## src/rtl/wdg_pkg.sv

```systemverilog
package wdg_pkg;
  localparam int OPT_EN_BIT    = 0;
  localparam int OPT_LONG_BIT  = 1;
  localparam int OPT_LOCK_BIT  = 7;
  localparam int STAT_CAUSE_BIT = 0;
  localparam int DATA_W        = 8;

  typedef struct packed {
    logic en;
    logic long_sel;
    logic locked;
  } wdg_opt_t;
endpackage

```

## src/rtl/wdg_rst_sync.sv

```systemverilog
module wdg_rst_sync #(
  parameter int STAGES = 2
) (
  input  logic clk,
  input  logic arst_n,
  output logic srst_n
);
  logic [STAGES-1:0] sync_q;
  logic [STAGES-1:0] sync_d;

  always_comb sync_d = {sync_q[STAGES-2:0], 1'b1};

  always_ff @(posedge clk or negedge arst_n) begin
    if (!arst_n) sync_q <= '0;
    else         sync_q <= sync_d;
  end

  assign srst_n = sync_q[STAGES-1];
endmodule

```

## src/rtl/wdg_regs.sv

```systemverilog
module wdg_regs
  import wdg_pkg::*;
#(
  parameter int                ADDR_W    = 4,
  parameter logic [ADDR_W-1:0] OPT_ADDR  = 4'h2,
  parameter logic [ADDR_W-1:0] STAT_ADDR = 4'h1
) (
  input  logic              clk,
  input  logic              rst_n,
  input  logic              bus_wr,
  input  logic [ADDR_W-1:0] bus_addr,
  input  logic [DATA_W-1:0] bus_wdata,
  input  logic              cause,
  output wdg_opt_t          opt,
  output logic              cnt_clr,
  output logic [DATA_W-1:0] rd_data
);
  wdg_opt_t opt_q, opt_d;
  logic     opt_load;
  logic     stat_wr;

  always_comb begin
    stat_wr  = bus_wr && (bus_addr == STAT_ADDR);
    opt_load = bus_wr && (bus_addr == OPT_ADDR) && !opt_q.locked;
    opt_d    = opt_q;
    if (opt_load) begin
      opt_d.en       = bus_wdata[OPT_EN_BIT];
      opt_d.long_sel = bus_wdata[OPT_LONG_BIT];
      opt_d.locked   = 1'b1;
    end
  end

  always_ff @(posedge clk or negedge rst_n) begin
    if (!rst_n) begin
      opt_q.en       <= 1'b1;
      opt_q.long_sel <= 1'b1;
      opt_q.locked   <= 1'b0;
    end else if (opt_load) begin
      opt_q <= opt_d;
    end
  end

  always_comb begin
    rd_data = '0;
    if (bus_addr == OPT_ADDR) begin
      rd_data[OPT_EN_BIT]   = opt_q.en;
      rd_data[OPT_LONG_BIT] = opt_q.long_sel;
      rd_data[OPT_LOCK_BIT] = opt_q.locked;
    end else if (bus_addr == STAT_ADDR) begin
      rd_data[STAT_CAUSE_BIT] = cause;
    end
  end

  assign opt     = opt_q;
  assign cnt_clr = stat_wr || opt_load;
endmodule

```

## src/rtl/wdg_counter.sv

```systemverilog
module wdg_counter
  import wdg_pkg::*;
#(
  parameter int SHORT_LOG2 = 5,
  parameter int LONG_LOG2  = 8
) (
  input  logic     clk,
  input  logic     rst_n,
  input  logic     tick,
  input  logic     dbg_mode,
  input  logic     stop_mode,
  input  wdg_opt_t opt,
  input  logic     cnt_clr,
  output logic     fire
);
  localparam int              CNT_W     = LONG_LOG2;
  localparam logic [CNT_W-1:0] SHORT_END = CNT_W'((1 << SHORT_LOG2) - 1);
  localparam logic [CNT_W-1:0] LONG_END  = {CNT_W{1'b1}};

  logic [CNT_W-1:0] cnt_q, cnt_d;
  logic [CNT_W-1:0] term_m1;
  logic             qual;
  logic             zero;
  logic             at_end;
  logic             cnt_en;

  always_comb begin
    term_m1 = opt.long_sel ? LONG_END : SHORT_END;
    qual    = tick && opt.en && !dbg_mode && !stop_mode;
    zero    = cnt_clr || stop_mode || !opt.en;
    at_end  = (cnt_q == term_m1);
    fire    = qual && at_end && !zero;
    cnt_en  = zero || qual;
    if (zero || at_end) cnt_d = '0;
    else                cnt_d = cnt_q + 1'b1;
  end

  always_ff @(posedge clk or negedge rst_n) begin
    if (!rst_n)      cnt_q <= '0;
    else if (cnt_en) cnt_q <= cnt_d;
  end
endmodule

```

## src/rtl/wdg_cause.sv

```systemverilog
module wdg_cause (
  input  logic clk,
  input  logic rst_n,
  input  logic por_n,
  input  logic fire,
  output logic rst_req,
  output logic cause
);
  logic req_q, cause_q;

  always_ff @(posedge clk or negedge rst_n) begin
    if (!rst_n) req_q <= 1'b0;
    else        req_q <= fire;
  end

  always_ff @(posedge clk or negedge por_n) begin
    if (!por_n)    cause_q <= 1'b0;
    else if (fire) cause_q <= 1'b1;
  end

  assign rst_req = req_q;
  assign cause   = cause_q;
endmodule

```

## src/rtl/wdg_top.sv

```systemverilog
module wdg_top
  import wdg_pkg::*;
#(
  parameter int                ADDR_W     = 4,
  parameter logic [ADDR_W-1:0] OPT_ADDR   = 4'h2,
  parameter logic [ADDR_W-1:0] STAT_ADDR  = 4'h1,
  parameter int                SHORT_LOG2 = 5,
  parameter int                LONG_LOG2  = 8
) (
  input  logic              clk,
  input  logic              rst_n,
  input  logic              por_n,
  input  logic              tick,
  input  logic              dbg_mode,
  input  logic              stop_mode,
  input  logic              bus_wr,
  input  logic [ADDR_W-1:0] bus_addr,
  input  logic [7:0]        bus_wdata,
  output logic [7:0]        rd_data,
  output logic              rst_req
);
  logic     sys_rst_n, por_s_n;
  logic     cnt_clr, fire, cause;
  wdg_opt_t opt;
  logic     any_rst_n;

  assign any_rst_n = rst_n && por_n;

  wdg_rst_sync #(.STAGES(2)) sys_sync_i (.clk(clk), .arst_n(any_rst_n), .srst_n(sys_rst_n));
  wdg_rst_sync #(.STAGES(2)) por_sync_i (.clk(clk), .arst_n(por_n),     .srst_n(por_s_n));

  wdg_regs #(.ADDR_W(ADDR_W), .OPT_ADDR(OPT_ADDR), .STAT_ADDR(STAT_ADDR)) regs_i (
    .clk(clk), .rst_n(sys_rst_n), .bus_wr(bus_wr), .bus_addr(bus_addr),
    .bus_wdata(bus_wdata), .cause(cause), .opt(opt), .cnt_clr(cnt_clr), .rd_data(rd_data)
  );

  wdg_counter #(.SHORT_LOG2(SHORT_LOG2), .LONG_LOG2(LONG_LOG2)) cnt_i (
    .clk(clk), .rst_n(sys_rst_n), .tick(tick), .dbg_mode(dbg_mode),
    .stop_mode(stop_mode), .opt(opt), .cnt_clr(cnt_clr), .fire(fire)
  );

  wdg_cause cause_i (
    .clk(clk), .rst_n(sys_rst_n), .por_n(por_s_n), .fire(fire),
    .rst_req(rst_req), .cause(cause)
  );
endmodule

```

## config.mk

```make
export PLATFORM = sky130hd
export DESIGN_NAME = wdg_top
export DESIGN_NICKNAME = d
export VERILOG_FILES = /design/src/rtl/wdg_pkg.sv /design/src/rtl/wdg_rst_sync.sv /design/src/rtl/wdg_regs.sv /design/src/rtl/wdg_counter.sv /design/src/rtl/wdg_cause.sv /design/src/rtl/wdg_top.sv
export SDC_FILE = /design/constraint.sdc
export NUM_CORES = 1
export LEC_CHECK = 0
export BUFFER_PORTS_ARGS = -buffer_cell sky130_fd_sc_hd__buf_2
export CAP_MARGIN = 25
export CORE_AREA = 5 5 49 51
export DETAILED_ROUTE_END_ITERATION = 7
export DIE_AREA = 0 0 54 56
export PLACE_DENSITY = 0.77
export SYNTH_ARGS = -nofsm -noshare
export SYNTH_HDL_FRONTEND = slang
export SYNTH_HIERARCHICAL = 1
export SYNTH_SLANG_ARGS = --single-unit
```

## constraint.sdc

```tcl
create_clock -name clk -period 1.2 [get_ports clk]
set_clock_uncertainty 0.15 [all_clocks]
set_input_delay 0.12 -clock clk [delete_from_list [all_inputs] [get_ports clk]]
set_output_delay 0.12 -clock clk [all_outputs]
set_load 0.1 [all_outputs]
```

Word-level counts from Yosys, hierarchy flattened --
Cells that the tools add are included.
Word-level totals: input port bits 19, output and inout port bits 9, bits in registers 17, word-level logic and storage cells 37
Cells by class: reduce and logical (&&, ||, !) cells 19, equality and inequality tests 3, multiplexer cells 6, add/sub/neg operators 1
Operators by type and width (number):
- 8-bit 2-to-1 mux | 2
- 1-bit logical AND | 9
- 8-bit by 1-bit adder with 8-bit output, second input constant | 1
- 8-bit == test | 1
- 1-bit logical NOT | 5
- 1-bit logical OR | 5
- 4-bit by 1-bit == test with 1-bit output, second input constant | 1
- 4-bit by 2-bit == test with 1-bit output, second input constant | 1
- 1-bit 2-to-1 mux | 4

Longest topological paths before layout --
Gate-level depths: netlist of the first run.
word-level depth 8, gate-level depth with buffers 8, mapped depth without buffers 7

Hierarchy --
Netlist of the first run, hierarchy kept.
Modules (own cells, without submodules):
- wdg_counter | instances 1, area an instance 475.5 µm², cells each 48
- wdg_regs | instances 1, area an instance 244.0 µm², cells each 22
- wdg_rst_sync | instances 2, area an instance 53.8 µm², cells each 3
- wdg_cause | instances 1, area an instance 56.3 µm², cells each 3
- wdg_top | instances 1, area an instance 6.3 µm², cells each 1

Worst setup path before layout of the first run --
Ideal clock, no wire load.
path kind reg-to-output, from register regs_i.opt_q (netlist bit regs_i/opt[2]), to output port rd_data[0], slack -1932 ps, data required time 930 ps, arrival 2862 ps, stages on the path, launching flop included 3, cell sequence dfstp_2 nand3b_1 a211oi_1
On the way: cells in the longest elaborated chain, start to end 1
Ends and longest elaborated chain:
- start, declared | RTL line wdg_regs.sv:18 | wdg_opt_t opt_q, opt_d;
- start signal, assigned | RTL line wdg_regs.sv:39 | opt_q <= opt_d;
- 1-bit 2-to-1 mux | RTL line wdg_regs.sv:45 | if (bus_addr == OPT_ADDR) begin
- end, declared | RTL line wdg_top.sv:19 | output logic [7:0] rd_data,
Every way passes these cells.

Worst setup path after layout of the first run --
Ends and elaborated chain as after synthesis.

==> summary.txt, run 1 <==
Timing
  – Number of hold violations in the final report: 0
  – RSZ-0062 raised after global routing: yes
  – Tmin final: 1.79 ns
  – Post-route setup slack: -0.586 ns
  – Final period utilization: 1.49
  – Max Freq: 560 MHz
  – Slew Limit Fails: 0
  – Setup-failing EPs final: 15

Power
  – Pwr Density: 1010 nW/um2
  – Leak: 0.623 nW
  – VDD IR-drop max: 0.731 mV

Outcome
  – Violated checks: setup timing
  – Status: finished with violations

Synth
  – Register area share after synthesis: 0.481
  – Cell taking the most area after synthesis: dfrtp_1
  – Share of the synthesized area in the top cell type: 0.422
  – Synth Register Bits: 17
  – Yosys Warn Count: 6
  – Syn Area/Cell: 11.1 um2
  – Post-Synthesis Cells: 80
  – Most used DFF post-synth: dfrtp_1
  – Post-Syn Area: 890 um2
  – Synth area leaders: dfrtp_1 42%, dfstp_2 5.9%, buf_4 4.2%
  – Post-synthesis cell type count: 37
  – EDFF count, synth: 0
  – FFs w/ async S/R, synth: 1.00

Detailed routing
  – Final ANT Viol Nets: 0
  – Via count: 739
  – Starting DRC count in detailed routing: 5
  – Drt first pass iters: 3
  – DRT Wirelength: 1950 um
  – Vias per cell: 4.86
  – DRC violation count after routing: 0
  – DR WL/cell: 12.8 um

Final layout
  – Layout cell share with drive strength beyond 1: 0.512
  – Fin area: 1340 um2
  – Most common cell after layout, fill and taps aside: buf_4
  – Commonest non-fill, non-tap cells in the layout: 17 x buf_4, 15 x dfrtp_1, 12 x buf_2
  – Final Net Count: 146
  – Fillers: 137
  – Area Growth Syn to Fin: 51.1%
  – Diodes inserted: 0

Clocking
  – Bufs on Longest Clock Path: 2
  – Clk_lat worst skew: 0.28 ns
  – CTS tree: done
  – CTS H-tree lvls: 1
  – Clock slew at reported path FFs: 0.09 ns
  – Num CTS Buffers: 3
  – CTS Root Cell: clkbuf_4
  – Clock sink count: 17

GRT
  – Total gr overflow: 0
  – Initial antenna violation count: 0
  – Pin count of the biggest net entering global routing: 13
  – Number of global-route vias before repair: 773
  – Grt met2 use: 0.261
  – First-pass GRT wire length: 3350 um
  – GR Util met1: 0.178
  – Most Used Layer, Global Route: met2
  – GR Util met3: 0.0241
  – Total track usage: 0.146

Critical path
  – CP Launch Type: register
  – Arrival time at the worst endpoint: 1.52 ns
  – Crit path max fanout: 3
  – CP required: 0.93 ns
  – Crit end category: output port
  – Critical path class: register to output port

Placed design
  – Pre-CTS setup slack: -0.528 ns
  – Placed inst area: 1210 um2
  – Port Buffers: 16
  – Final GP Congestion: 0.818
  – Dpl hpwl: 1460 um

Floorplan
  – Rows: 16
  – Ports: 28
  – Core area: 1900 um2
  – Die ar.: 3020 um2
  – Die height: 56 um
  – Initial Utilization: 0.468
  – Die X: 54 um

Run
  – # Max-Cap Violations: 0

Worst hold path
  – Hold crit path type: input port to asynchronous set/reset pin
-- final cells by class --
class / count / area (um2) / share of cell area
Multi-Input combinational cell: 60 / 478 / 0.356
Sequential cell: 17 / 428 / 0.318
Timing Repair Buffer: 43 / 374 / 0.278
Tap cell: 27 / 33.8 / 0.0251
Clock buffer: 4 / 26.3 / 0.0196
Inverter: 1 / 3.75 / 0.00279
-- report_power, final --
group | switching (mW) | internal, mW | total (mW) | leakage (nW)
Clock | 0.160 | 0.128 | 0.288 | 0.0150
Sequential | 0.0340 | 0.622 | 0.656 | 0.219
Combinational | 0.205 | 0.201 | 0.407 | 0.389
-- sequential cells by signal, summed over array words and instances (netlist names) --
register           flops
cnt_i/cnt_q            8
regs_i/opt             3
por_sync_i/sync_q      2
sys_sync_i/sync_q      2
cause_i/cause          1
cause_i/rst_req        1
-- stage by stage --
step	hold WS (ns)	cells	TNS [ns]	power [mW]	util
global placement	-0.240	141	-4.76	0.982	0.638
floorplan	-0.326	84	-3.63	0.864	-
detailed placement	-0.239	141	-5.20	0.991	0.638
CTS	0.00189	151	-5.41	1.33	0.699
finish	0.0168	152	-5.73	1.35	0.707
global route	0.0196	152	-7.03	1.42	0.707
-- synthesized netlist by cell type, drive strengths merged, types with 2 or more instances --
library cell	instances
a211oi	2
conb	3
dfrtp	15
buf	6
nor4b	2
nor2	7
o21ai	2
and2	3
and4	2
nand2	5
xnor2	2
nand4	2
nand3	2
mux2	2
dfstp	2
nand3b	3
a21oi	4
xor2	3
-- cells by family (layout without fill, tap and decap cells) --
| kind of cell | after synthesis | count (layout) | share of synthesized area |
|---|---|---|---|
| mux | 3 | 3 | 0.0366 |
| buf+inv | 7 | 48 | 0.0591 |
| other cells | 3 | 7 | 0.0127 |
| fa+ha+maj | 1 | 1 | 0.0141 |
| xor+xnor | 5 | 5 | 0.0492 |
| simple gates | 34 | 34 | 0.259 |
| compound gates | 10 | 10 | 0.0886 |
| flops | 17 | 17 | 0.481 |
-- metal layers --
layer,vias up,part of all wire
met5,-,0
met4,0,0.0051
met3,2,0.042
met2,15,0.54
met1,367,0.41
li1,355,-
-- final timing paths --
check	startpoint	end	slack, ns	cells after the start
setup / recovery	regs_i/opt[2]	rd_data[0]	-0.59	4
hold / removal	por_n	por_sync_i/sync_q[1]	0.02	2
setup reg to reg	regs_i/opt[0]	cnt_i/cnt_q[7]	-0.56	7
hold reg to reg	sys_sync_i/sync_q[1]	cnt_i/cnt_q[0]	0.04	0
max in group asynchronous	por_sync_i/sync_q[1]	cause_i/cause	0.41	1
min in group clk	stop_mode	cause_i/rst_req	0.09	3
-- critical path, cell delays in order, from the launching register on --
cell and delay, ns:
dfstp_2 0.56, buf_6 0.10, nand3b_1 0.11, a211oi_4 0.27
buf_12 0.21
-- timing repair --
item	in CTS	in global routing
hold buffers	5	0
endpoints found under the hold margin	7	0
resized for setup	8	2
setup endpoints to repair	15	15
buffers inserted	1	1
pin swaps	1	3
No activity file was read; power rests on OpenSTA's default activity.
==> inputs of run 2 (changes only) <==
--- a/config.mk
+++ b/config.mk
@@ -11,6 +11,7 @@
 export DETAILED_ROUTE_END_ITERATION = 7
 export DIE_AREA = 0 0 54 56
 export PLACE_DENSITY = 0.77
+export SETUP_SLACK_MARGIN = 0.15
 export SYNTH_ARGS = -nofsm -noshare
 export SYNTH_HDL_FRONTEND = slang
 export SYNTH_HIERARCHICAL = 1
==> summary.txt, run 2 (synthesis results as in run 1) <==
Floorplan
  – Die ar.: 3020 um2 (unchanged)
  – Die X: 54 um (unchanged)
  – Initial Utilization: 0.468 (unchanged)
  – Core area: 1900 um2 (unchanged)
  – Rows: 16 (unchanged)
  – Die height: 56 um (unchanged)
  – Ports: 28 (unchanged)

GRT
  – Total gr overflow: 0 (unchanged)
  – Total track usage: 0.151 (was 0.146)
  – Number of global-route vias before repair: 790 (was 773)
  – Initial antenna violation count: 0 (unchanged)
  – Pin count of the biggest net entering global routing: 13 (unchanged)
  – First-pass GRT wire length: 3360 um (was 3350 um)

Timing
  – Final period utilization: 1.56 (was 1.49)
  – Max Freq: 534 MHz (was 560 MHz)
  – RSZ-0062 raised after global routing: yes (unchanged)
  – Number of hold violations in the final report: 0 (unchanged)
  – Tmin final: 1.87 ns (was 1.79 ns)
  – Worst hold slack: 0.0562 ns (was 0.0168 ns)
  – Post-route setup slack: -0.672 ns (was -0.586 ns)
  – Slew Limit Fails: 0 (unchanged)
  – Setup-failing EPs final: 15 (unchanged)

Final layout
  – Most common cell after layout, fill and taps aside: buf_4 (unchanged)
  – Fillers: 144 (was 137)
  – Commonest non-fill, non-tap cells in the layout: 18 x buf_4, 14 x dfrtp_1, 12 x buf_2 (was 17 x buf_4, 15 x dfrtp_1, 12 x buf_2)
  – Diodes inserted: 0 (unchanged)
  – Max FFs per register: 8 (unchanged)
  – Layout cell share with drive strength beyond 1: 0.543 (was 0.512)
  – Largest Register: cnt_i/cnt_q (unchanged)
  – Final Net Count: 150 (was 146)
  – Area Growth Syn to Fin: 57.8% (was 51.1%)

Detailed routing
  – Starting DRC count in detailed routing: 8 (was 5)
  – Final ANT Viol Nets: 0 (unchanged)
  – Via count: 736 (was 739)
  – DRT Wirelength: 2010 um (was 1950 um)
  – Vias per cell: 4.72 (was 4.86)
  – Drt first pass iters: 4 (was 3)
  – DRC violation count after routing: 0 (unchanged)
  – DR WL/cell: 12.9 um (was 12.8 um)

Clocking
  – CTS tree: done (unchanged)
  – Num CTS Buffers: 3 (unchanged)
  – Clk_lat worst skew: 0.28 ns (about the same)
  – Clock slew at reported path FFs: 0.09 ns (about the same)
  – CTS Root Cell: clkbuf_4 (unchanged)
  – CTS H-tree lvls: 1 (unchanged)
  – Clock sink count: 17 (unchanged)
  – Bufs on Longest Clock Path: 2 (unchanged)

Placed design
  – Dpl hpwl: 1550 um (was 1460 um)
  – Final GP Congestion: 0.835 (was 0.818)
  – Port Buffers: 16 (unchanged)
  – Pre-CTS setup slack: -0.570 ns (was -0.528 ns)

Critical path
  – Critical path cell sequence: nor2_1 -> mux2i_1 -> nor4b_2 -> nor3b_2 -> a211oi_2 -> buf_4 -> xnor2_2 -> nor2_1 (was buf_6 -> nand3b_1 -> a211oi_4 -> buf_12)
  – Crit end category: register (was output port)
  – Arrival time at the worst endpoint: 1.90 ns (was 1.52 ns)
  – CP Launch Type: register (unchanged)
  – CP required: 1.23 ns (was 0.93 ns)
  – CP peak stage delay: 0.39 ns (was 0.56 ns)
  – Crit path max fanout: 3 (unchanged)
  – Max stage delay cell, worst path: dfrtp_1 (was dfstp_2)
  – Top Family by Delay on Critical Path: simple AND/OR/NAND/NOR gates (was flip-flops)
  – Critical path class: register to register (was register to output port)
  – WP buf/inv: 1 (was 2)
  – Crit path top cell by count: nor2_1

Worst hold path
  – Hold crit path type: register to asynchronous set/reset pin (was input port to asynchronous set/reset pin)

Run
  – # Max-Cap Violations: 0 (unchanged)

Outcome
  – Violated checks: setup timing (unchanged)
  – Status: finished with violations (unchanged)

Power
  – VDD IR-drop max: 0.813 mV (was 0.731 mV)
  – Leak: 0.646 nW (was 0.623 nW)
  – Pwr Density: 985 nW/um2 (was 1010 nW/um2)
==> run 2: cell count changes in the layout (fill, tap and decap cells not counted), sizes merged <==
cell         delta
buf             +3
dlygate4sd3     +1
==> run 2: where the power goes <==
group / internal, mW / switching (mW)
logic: 0.220 / 0.210
clock network: 0.129 / 0.169
registers: 0.622 / 0.0325
total: 0.970 / 0.412
==> run 2: final cells by class <==
cell class                 instances  area (um2)  share of cell area
multi-input combinational         60         497               0.354
sequential                        17         429               0.306
timing repair buffer              47         414               0.295
tap                               27        33.8              0.0241
clock buffer                       4        26.3              0.0187
inverter                           1        3.75             0.00267
==> run 2: final timing paths <==
check / endpoint / start / depth (start not counted) / slack, ns
max: cnt_i/cnt_q[5] / regs_i/opt[0] / 8 / -0.67
min: regs_i/opt[0] / sys_sync_i/sync_q[1] / 0 / 0.06
max reg2reg: cnt_i/cnt_q[5] / regs_i/opt[0] / 8 / -0.67
min reg2reg: regs_i/opt[0] / sys_sync_i/sync_q[1] / 0 / 0.06
max in group asynchronous: por_sync_i/sync_q[1] / por_n / 3 / 0.24
min in group clk: cnt_i/cnt_q[0] / tick / 4 / 0.06
==> run 2: per-stage QoR <==
stage	power [mW]	instances	util	instance area (um2)	TNS, ns
final	1.38	156	0.738	1400	-6.26
after CTS	1.35	152	0.705	1340	-5.80
after global routing	1.46	156	0.738	1400	-7.03
after floorplan	0.877	84	-	952	-3.78
after detailed placement	0.999	141	0.645	1230	-5.63
after global placement	0.990	141	0.645	1230	-4.81
==> run 2: worst register-to-register path, cell delays in order (launching register included) <==
cell      delay [ns]
dfrtp_1         0.39
nor2_1          0.11
mux2i_1         0.10
nor4b_2         0.30
nor3b_2         0.10
a211oi_2        0.29
buf_4           0.17
xnor2_2         0.10
nor2_1          0.05
==> run 2: layer usage <==
metal | share of wire | track usage | up-vias
met5 | 0 | 0 | -
met4 | 0.0090 | 0.0747 | 0
met3 | 0.044 | 0.0241 | 2
met2 | 0.54 | 0.251 | 17
met1 | 0.41 | 0.182 | 354
li1 | - | - | 363
==> run 2: timing repair <==
| item | CTS | global route |
|---|---|---|
| setup buffers | 1 | 4 |
| hold buffers | 6 | 0 |
| endpoints found under the setup margin | 17 | 17 |
| resized for setup | 5 | 7 |
| endpoints found under the hold margin | 7 | 0 |
| pin swaps | 1 | 4 |
==> inputs of run 3 (changes only) <==
--- a/config.mk
+++ b/config.mk
@@ -7,10 +7,10 @@
 export LEC_CHECK = 0
 export BUFFER_PORTS_ARGS = -buffer_cell sky130_fd_sc_hd__buf_2
 export CAP_MARGIN = 25
-export CORE_AREA = 5 5 49 51
+export CORE_AREA = 5 5 54 56
 export DETAILED_ROUTE_END_ITERATION = 7
-export DIE_AREA = 0 0 54 56
-export PLACE_DENSITY = 0.77
+export DIE_AREA = 0 0 59 61
+export PLACE_DENSITY = 0.65
 export SETUP_SLACK_MARGIN = 0.15
 export SYNTH_ARGS = -nofsm -noshare
 export SYNTH_HDL_FRONTEND = slang
==> summary.txt, run 3 (synthesis results as in run 1) <==
Power
  – Combinational Power Share: 0.309 (was 0.311)
  – Sw Share: 0.303 (was 0.298)
  – PnR Total Power: 1.38 mW (about the same)
  – Sw Pwr: 0.418 mW (was 0.412 mW)
  – VDD IR-drop max: 0.972 mV (was 0.813 mV)
  – Leak: 0.639 nW (was 0.646 nW)
  – Pwr Density: 997 nW/um2 (was 985 nW/um2)
  – Clk pwr share: 0.218 (was 0.216)
  – Reg power frac: 0.473 (about the same)
  – Cell-internal power: 0.961 mW (was 0.970 mW)

Detailed routing
  – Final ANT Viol Nets: 0 (unchanged)
  – Via count: 725 (was 736)
  – DRC violation count after routing: 0 (unchanged)
  – Starting DRC count in detailed routing: 4 (was 8)
  – DR WL/cell: 12.2 um (was 12.9 um)
  – Vias per cell: 4.62 (was 4.72)
  – DRT Wirelength: 1920 um (was 2010 um)
  – Drt first pass iters: 4 (unchanged)

Critical path
  – Crit path top cell by count: nor2_1 (unchanged)
  – CP required: 1.23 ns (about the same)
  – CP Launch Type: register (unchanged)
  – Critical path cell sequence: nor2_1 -> mux2i_1 -> nor4b_2 -> buf_4 -> or3b_4 -> o211ai_2 -> xor2_1 -> nor2_1 (was nor2_1 -> mux2i_1 -> nor4b_2 -> nor3b_2 -> a211oi_2 -> buf_4 -> xnor2_2 -> nor2_1)
  – FF-to-FF setup slack: -0.67 ns (about the same)
  – Crit end category: register (unchanged)
  – Crit path max fanout: 2 (was 3)
  – Max stage delay cell, worst path: or3b_4 (was dfrtp_1)
  – WP buf/inv: 1 (unchanged)
  – Critical path class: register to register (unchanged)
  – Top Family by Delay on Critical Path: simple AND/OR/NAND/NOR gates (unchanged)
  – Arrival time at the worst endpoint: 1.90 ns (about the same)
  – CP peak stage delay: 0.40 ns (was 0.39 ns)

Final layout
  – Diodes inserted: 0 (unchanged)
  – Most common cell after layout, fill and taps aside: buf_4 (unchanged)
  – Max FFs per register: 8 (unchanged)
  – Fillers: 213 (was 144)
  – Area Growth Syn to Fin: 55.6% (was 57.8%)
  – Fin cells: 157 (was 156)
  – Largest Register: cnt_i/cnt_q (unchanged)
  – Layout cell share with drive strength beyond 1: 0.551 (was 0.543)
  – Final Net Count: 148 (was 150)
  – Commonest non-fill, non-tap cells in the layout: 17 x buf_4, 14 x dfrtp_1, 12 x buf_2 (was 18 x buf_4, 14 x dfrtp_1, 12 x buf_2)

Clocking
  – CTS Root Cell: clkbuf_4 (unchanged)
  – CTS tree: done (unchanged)
  – Clock sink count: 17 (unchanged)
  – Clk_lat worst skew: 0.29 ns (was 0.28 ns)
  – Num CTS Buffers: 3 (unchanged)
  – Clock slew at reported path FFs: 0.10 ns (was 0.09 ns)
  – Bufs on Longest Clock Path: 2 (unchanged)
  – CTS H-tree lvls: 1 (unchanged)

Outcome
  – Status: finished with violations (unchanged)
  – Violated checks: setup timing (unchanged)

GRT
  – First-pass GRT wire length: 3170 um (was 3360 um)
  – Total gr overflow: 0 (unchanged)
  – Pin count of the biggest net entering global routing: 13 (unchanged)
  – Initial antenna violation count: 0 (unchanged)
  – Total track usage: 0.117 (was 0.151)
  – Number of global-route vias before repair: 743 (was 790)

Timing
  – Max Freq: 536 MHz (was 534 MHz)
  – Tmin final: 1.87 ns (about the same)
  – RSZ-0062 raised after global routing: yes (unchanged)
  – Setup-failing EPs final: 15 (unchanged)
  – Slew Limit Fails: 0 (unchanged)
  – Number of hold violations in the final report: 0 (unchanged)
  – Worst hold slack: 0.0509 ns (was 0.0562 ns)
  – Post-route setup slack: -0.666 ns (was -0.672 ns)
  – Final period utilization: 1.56 (about the same)

Placed design
  – Port Buffers: 16 (unchanged)
  – Final GP Congestion: 0.844 (was 0.835)
  – Dpl cells: 144 (was 141)
  – Dpl hpwl: 1460 um (was 1550 um)

Floorplan
  – Die ar.: 3600 um2 (was 3020 um2)
  – Core area: 2390 um2 (was 1900 um2)
  – Die height: 61 um (was 56 um)
  – Die X: 59 um (was 54 um)
  – Rows: 18 (was 16)
  – Initial Utilization: 0.373 (was 0.468)
  – Ports: 28 (unchanged)

Worst hold path
  – Hold crit path type: register to asynchronous set/reset pin (unchanged)

Run
  – # Max-Cap Violations: 0 (unchanged)
run 3: final timing paths:
| path | end | startpoint | cells past startpoint |
|---|---|---|---|
| worst max-delay path | cnt_i/cnt_q[6] | regs_i/opt[0] | 8 |
| worst min-delay path | cnt_i/cnt_q[0] | sys_sync_i/sync_q[1] | 0 |
| worst max register to register | cnt_i/cnt_q[6] | regs_i/opt[0] | 8 |
| worst min register to register | cnt_i/cnt_q[0] | sys_sync_i/sync_q[1] | 0 |
| max in group asynchronous | por_sync_i/sync_q[1] | por_n | 3 |
| min in group clk | cause_i/rst_req | stop_mode | 4 |
run 3: power groups by stage:
stage	combinational, mW	sequential, mW	clock, mW
finish	0.426	0.652	0.301
global route	0.450	0.661	0.344
CTS	0.391	0.653	0.319
detailed placement	0.338	0.661	0
global placement	0.333	0.659	0
floorplan	0.219	0.658	0
run 3: repair_timing:
action                     in CTS  in global routing
hold endpoints to repair        7                  0
hold buffers                    6                  0
resized for setup               5                  7
buffers inserted                1                  2
pin swaps                       1                  3
setup endpoints to repair      17                 17
run 3: area by class of cell:
class / instances / area (um2) / share of cell area
Timing Repair Buffer: 45 / 395 / 0.286
Inverter: 1 / 3.75 / 0.00271
Clock inverter: 1 / 5.00 / 0.00362
Multi-Input combinational cell: 60 / 490 / 0.354
Sequential cell: 17 / 429 / 0.310
Tap cell: 30 / 37.5 / 0.0271
Clock buffer: 3 / 22.5 / 0.0163
run 3: metrics by stage:
stage	instance area, um2	worst slack, ns	util	setup TNS (ns)
floorplan	952	-0.602	-	-3.78
global placement	1230	-0.475	0.516	-4.89
detailed placement	1230	-0.558	0.516	-5.65
CTS	1350	-0.601	0.563	-6.02
global route	1380	-0.801	0.580	-8.59
finish	1380	-0.666	0.580	-7.16
run 3: per-layer routing:
layer | global-route usage | up-vias | part of all wire
li1 | - | 364 | -
met4 | 0.0712 | 0 | 0.020
met3 | 0.0255 | 4 | 0.052
met5 | 0 | - | 0
met2 | 0.186 | 18 | 0.48
met1 | 0.144 | 339 | 0.45
